--- config.mk ---
export PLATFORM = sky130hd
export DESIGN_NAME = sar_redist_ctrl
export DESIGN_NICKNAME = d
export VERILOG_FILES = /design/src/rtl/sar_cr_pkg.sv /design/src/rtl/sar_settle_cnt.sv /design/src/rtl/sar_switch_map.sv /design/src/rtl/sar_redist_ctrl.sv
export SDC_FILE = /design/constraint.sdc
export NUM_CORES = 1
export LEC_CHECK = 0
export ABC_AREA = 1
export BUFFER_PORTS_ARGS = -buffer_cell sky130_fd_sc_hd__buf_2
export CELL_PAD_IN_SITES_DETAIL_PLACEMENT = 0
export CELL_PAD_IN_SITES_GLOBAL_PLACEMENT = 1
export CORE_UTILIZATION = 35
export DETAILED_ROUTE_END_ITERATION = 16
export PLACE_DENSITY = 0.73
export SLEW_MARGIN = 10
export SYNTH_ARGS = -nofsm -noshare
export SYNTH_HDL_FRONTEND = slang
export SYNTH_SLANG_ARGS = --single-unit
--- constraint.sdc ---
create_clock -name clk -period 1.6 [get_ports clk]
set_input_delay 0.08 -clock clk [delete_from_list [all_inputs] [get_ports clk]]
set_output_delay 0.08 -clock clk [all_outputs]
set_load 0.03 [all_outputs]
--- src/rtl/sar_cr_pkg.sv ---
package sar_cr_pkg;

    typedef enum logic [2:0] {
        PH_IDLE,
        PH_SAMPLE,
        PH_OPEN,
        PH_HOLD,
        PH_TRIAL
    } phase_e;

    typedef enum logic [1:0] {
        SW_GND = 2'b00,
        SW_VIN = 2'b01,
        SW_REF = 2'b10
    } sw_e;

endpackage

--- src/rtl/sar_settle_cnt.sv ---
module sar_settle_cnt #(
    parameter int W = 4
) (
    input  logic         clk,
    input  logic         rst_n,
    input  logic         load,
    input  logic [W-1:0] load_val,
    output logic         expired
);
    logic [W-1:0] cnt_d, cnt_q;

    always_comb begin
        cnt_d = cnt_q;
        if (load) begin
            cnt_d = load_val;
        end else if (cnt_q != '0) begin
            cnt_d = cnt_q - 1'b1;
        end
    end

    always_ff @(posedge clk or negedge rst_n) begin
        if (!rst_n) cnt_q <= '0;
        else        cnt_q <= cnt_d;
    end

    assign expired = (cnt_q == '0);

    // after a load, the count only moves downward until reloaded
    a_r4_count_down: assert property (@(posedge clk) disable iff (!rst_n)
        (!load && cnt_q != '0) |=> (cnt_q == $past(cnt_q) - 1'b1));

endmodule

--- src/rtl/sar_switch_map.sv ---
module sar_switch_map
    import sar_cr_pkg::*;
#(
    parameter int N = 8
) (
    input  phase_e           phase,
    input  logic             bip,
    input  logic [N-1:0]     bits,
    output logic [2*N+1:0]   sel
);
    for (genvar k = 0; k <= N; k++) begin : g_cap
        sw_e s;
        always_comb begin
            case (phase)
                PH_SAMPLE, PH_OPEN:
                    s = (bip && k == N - 1) ? SW_REF : SW_VIN;
                PH_HOLD:
                    s = SW_GND;
                default:
                    if (k == N) s = SW_GND;
                    else        s = bits[k % N] ? SW_REF : SW_GND;
            endcase
        end
        assign sel[2*k +: 2] = s;
    end

endmodule

--- src/rtl/sar_redist_ctrl.sv ---
module sar_redist_ctrl
    import sar_cr_pkg::*;
#(
    parameter int N        = 8,
    parameter int SETTLE_W = 4
) (
    input  logic                clk,
    input  logic                rst_n,
    input  logic                start,
    input  logic                bipolar,
    input  logic [SETTLE_W-1:0] settle_cycles,
    input  logic                cmp_above,
    output logic [2*N+1:0]      bot_sel,
    output logic                top_gnd,
    output logic [N-1:0]        code,
    output logic                busy,
    output logic                done
);
    localparam int IW = (N > 1) ? $clog2(N) : 1;
    localparam logic [IW-1:0] MSB_IDX = IW'(N - 1);

    typedef struct packed {
        phase_e              phase;
        logic                bip;
        logic [SETTLE_W-1:0] settle;
        logic [IW-1:0]       idx;
        logic [N-1:0]        bits;
        logic [N-1:0]        code;
        logic                done;
    } state_t;

    state_t st_d, st_q;
    logic                load;
    logic [SETTLE_W-1:0] load_val;
    logic                expired;
    logic [N-1:0]        bits_n;

    sar_settle_cnt #(.W(SETTLE_W)) u_timer (
        .clk      (clk),
        .rst_n    (rst_n),
        .load     (load),
        .load_val (load_val),
        .expired  (expired)
    );

    sar_switch_map #(.N(N)) u_map (
        .phase (st_q.phase),
        .bip   (st_q.bip),
        .bits  (st_q.bits),
        .sel   (bot_sel)
    );

    always_comb begin
        st_d      = st_q;
        st_d.done = 1'b0;
        load      = 1'b0;
        load_val  = st_q.settle;
        bits_n    = st_q.bits;
        case (st_q.phase)
            PH_IDLE: begin
                if (start) begin
                    st_d.phase  = PH_SAMPLE;
                    st_d.bip    = bipolar;
                    st_d.settle = settle_cycles;
                    st_d.bits   = '0;
                    load        = 1'b1;
                    load_val    = settle_cycles;
                end
            end
            PH_SAMPLE: begin
                if (expired) st_d.phase = PH_OPEN;
            end
            PH_OPEN: begin
                st_d.phase = PH_HOLD;
            end
            PH_HOLD: begin
                st_d.phase         = PH_TRIAL;
                st_d.idx           = MSB_IDX;
                st_d.bits          = '0;
                st_d.bits[MSB_IDX] = 1'b1;
                load               = 1'b1;
            end
            PH_TRIAL: begin
                if (expired) begin
                    if (!cmp_above) bits_n[st_q.idx] = 1'b0;
                    if (st_q.idx == '0) begin
                        st_d.phase = PH_IDLE;
                        st_d.code  = bits_n;
                        st_d.done  = 1'b1;
                    end else begin
                        bits_n[st_q.idx - 1'b1] = 1'b1;
                        st_d.idx = st_q.idx - 1'b1;
                        load     = 1'b1;
                    end
                    st_d.bits = bits_n;
                end
            end
            default: st_d.phase = PH_IDLE;
        endcase
    end

    always_ff @(posedge clk or negedge rst_n) begin
        if (!rst_n) begin
            st_q <= '{phase: PH_IDLE, bip: 1'b0, settle: '0, idx: '0,
                      bits: '0, code: '0, done: 1'b0};
        end else begin
            st_q <= st_d;
        end
    end

    assign top_gnd = (st_q.phase == PH_SAMPLE);
    assign busy    = (st_q.phase != PH_IDLE);
    assign code    = st_q.code;
    assign done    = st_q.done;

    logic [N-1:0] ref_view;
    always_comb begin
        for (int k = 0; k < N; k++) ref_view[k] = (bot_sel[2*k +: 2] == SW_REF);
    end

    // termination capacitor follows the input while the top node is grounded
    a_r2_term_tracks: assert property (@(posedge clk) disable iff (!rst_n)
        top_gnd |-> (bot_sel[2*N +: 2] == SW_VIN));

    // release of the top node happens while bottom plates hold still
    a_r3_open_first: assert property (@(posedge clk) disable iff (!rst_n)
        $fell(top_gnd) |-> $stable(bot_sel));

    // one cycle after release every plate is grounded
    a_r3_all_ground: assert property (@(posedge clk) disable iff (!rst_n)
        $fell(top_gnd) |=> (bot_sel == '0 && !top_gnd));

    // the reported code matches the switch states
    a_r6_code_is_switches: assert property (@(posedge clk) disable iff (!rst_n)
        done |-> (ref_view == code));

    // done lasts a single cycle and coincides with idle
    a_r8_done_pulse: assert property (@(posedge clk) disable iff (!rst_n)
        done |=> !done);
    a_r8_done_idle: assert property (@(posedge clk) disable iff (!rst_n)
        done |-> !busy);

endmodule

==> impl_metrics.csv <==
group,metric,value,unit
synth,synth_cell_types,24,
grt,grt_max_degree,33,
final_layout,syn_to_final_growth,18.7,%
final_layout,multi_input_area,850,um2
power_and_ir_drop,pwr-share-seq,52.8,%
clocking,clock_latency,0.28,ns
synth,synth_area_leader_cell,"dfrtp_1",
synth,synth_edf_count,0,
floorplanning,die_area,0.00574,mm2
synth,synth-adder-area-share,2.63,%
synth,synth_common_cells,"nand2_1, dfrtp_1, inv_1",
power_and_ir_drop,switching_share,21.4,%
final_layout,fill_cells,545,
power_and_ir_drop,p_sw,330,uW
power_and_ir_drop,internal_power,1210,uW
grt,first_global_vias,1364,
setup_path,cp-start-kind,"flop",
timing,fin_crit_sh,93.3,%
synth,ys_top_cells_by_area,"dfrtp_1, nand2_1, inv_1",
floorplanning,io_pins,38,
route,vias,1597,
clocking,tritoncts,"done",
timing,relSlewSlack,50.8,%
placement,placed_cells,341,
power_and_ir_drop,peakVddDrop,0.000237,V
setup_path,cp-end-kind,"primary output",
floorplanning,fp.coreArea,0.00517,mm2
timing,hold-worst-slack,0.0178,ns
route,totalWireLength,3990,um
route,avgViaCountPerCell,4.50,
route,drtIter0Drc,59,
synth,synth_xor_area_share,0.920,%
clocking,cts_sinks,32,
floorplanning,chipHeight,75.8,um
synth,synth_mux_area_share,0,%
setup_path,worstPathArrival,1.41,ns
floorplanning,die_w,75.8,um
synth,synthesis.nets,259,
route,postRouteAntennaNets,0,
setup_path,crit_type,"flop to primary output",
min_path,holdPathStages,3,
timing,finalClockSkew,0.00278,ns
synth,synth_flop_cell,"dfrtp_1",
power_and_ir_drop,power,1540,uW
min_path,min_path_type,"input port to flop",
floorplanning,start_util,36.8,%
route,drtPass1Iterations,4,
timing,timing.final.hold_violations,0,
placement,io_buffers,36,
setup_path,critical_path_required,1.52,ns
synth,synth-seq-area-share,42.0,%
setup_path,critPathMaxFanout,6,
clocking,cts_made_buffers,5,
setup_path,r2r_cells,8,
synth,ys_warn_count,0,
grt,antenna_found_initial,0,
status,outcome,"complete, no violations",
placement,dpl.hpwl,3000,um
final_layout,ff_latch_area,802,um2
route,routedWlPerCell,11.2,um
synth,synth_area,0.00190,mm2
synth,synth_compound_area_share,11.1,%
timing,fmax,0.670,GHz
job,drv_cap,0,
clocking,cts.reportedPaths.clkPinSlew,0.06,ns
final_layout,stdcell_count,355,
floorplanning,rows,26,
placement,place_congestion,0.866,
power_and_ir_drop,powerDensity,683,mW/mm2
synth,synth_top_area_share,42.0,%
final_layout,nNetsFinal,298,
synth,synth_simple_gate_area_share,29.2,%
grt,track_usage,15.2,%
power_and_ir_drop,p_clk_share,43.3,%
route,drc_errors,0,
synth,yosysMostFrequentCell,"nand2_1",
timing,drv_slew,0,
timing,worstMarginPinSlew,0.737,ns
final_layout,drive_gt1_share,27.7,%
timing,setup_viol,0,
grt,grt-ovfl-total,0,
synth,ys_ff_latch,32,
synth,synth_top_family_by_area,"simple AND/OR/NAND/NOR gates",
clocking,cts_root_buffer,"clkbuf_8",
grt,grt_pass1_wl,6440,um
synth,ys_async_sr_fraction,100,%
final_layout,num_antenna_cells,0,
clocking,cts.path.max_buffers,2,
synth,syn_area_per_cell,7.74,um2
power_and_ir_drop,power_leakage,0.00117,uW
power_and_ir_drop,pwr-share-comb,4.0,%
timing,post-route-min-period,1.49,ns
clocking,htree_levels,2,
synth,synthCells,246,
[power by group through the flow]
stage	Sequential, uW	Clock, uW	Combinational (uW)
after floorplan	830	0	26.5
after global placement	830	0	59.3
after detailed placement	830	0	59.2
after CTS	815	697	63.2
after global routing	815	736	70.6
final	815	668	61.2
[metrics by stage]
step	utilization (%)	TNS [ns]	cell area (um2)	setup WS, ns
2_1_floorplan	-	0	1900	0.00528
3_3_place_gp	40.3	0	2090	0.0740
3_5_place_dp	40.3	0	2090	0.0319
4_1_cts	42.6	0	2200	0.0173
5_1_grt	43.7	-0.00132	2260	-0.00132
6_report	43.7	0	2260	0.107
[critical path, cell delays in order, from the launching register on]
cell	delay [ns]
dfrtp_1	0.41
inv_4	0.09
nand3_1	0.13
nand2_1	0.11
inv_1	0.07
o21ai_1	0.12
clkbuf_4	0.20
[metal layers]
metal / vias to the layer above / track usage (%) / routed length [um]
met4: 0 / 4.53 / 55
met1: 731 / 21.2 / 2020
li1: 826 / - / -
met5: - / 0 / 0
met2: 34 / 22.7 / 1760
met3: 6 / 4.50 / 161
[registers in the layout, summed over array words and instances (netlist names)]
name	count
u_timer.cnt_q	4
st_q	19
code	8
done	1
[cells in the final DEF, fill, tap and decap left out, drive strengths merged, types with 4 or more instances in the layout]
cell / synthesis / routed
nand3: 13 / 13
nor2: 33 / 33
buf: 16 / 44
inv: 35 / 35
dfrtp: 32 / 32
nand2: 69 / 69
clkbuf: 0 / 9
o21ai: 24 / 24
ha: 4 / 4
a21oi: 13 / 13
[area by class of cell]
class | count | area share, %
multi-input combinational | 162 | 37.6
tap | 70 | 3.87
inverter | 36 | 6.31
sequential | 32 | 35.5
timing repair buffer | 48 | 12.5
clock buffer | 7 | 4.26
[repair_timing]
item / CTS / global route
setup endpoints to repair: 1 / 30
buffers inserted: 0 / 5
endpoints found under the hold margin: 33 / 0
gates resized for setup: 1 / 10
pin swaps: 0 / 1
hold buffers: 2 / 0
[worst paths after layout]
kind | end | from | slack (ns)
worst max-delay path | bot_sel[15] | st_q[27] | 0.11
worst min register to register | code[0] | code[0] | 0.47
min in group asynchronous | st_q[20] | rst_n | 0.40
worst max register to register | code[7] | u_timer.cnt_q[1] | 0.12
worst min-delay path | st_q[22] | settle_cycles[2] | 0.02
max in group asynchronous | st_q[25] | rst_n | 0.69
[logic make-up after synthesis]
group,after synthesis
xor gates and xnor gates,2
buffers and inverters,52
DFF,32
other,1
adders and majority gates,4
and+or+nand+nor,117
AOI/OAI and AO/OA,38
No activity file was read; power rests on OpenSTA's default activity.
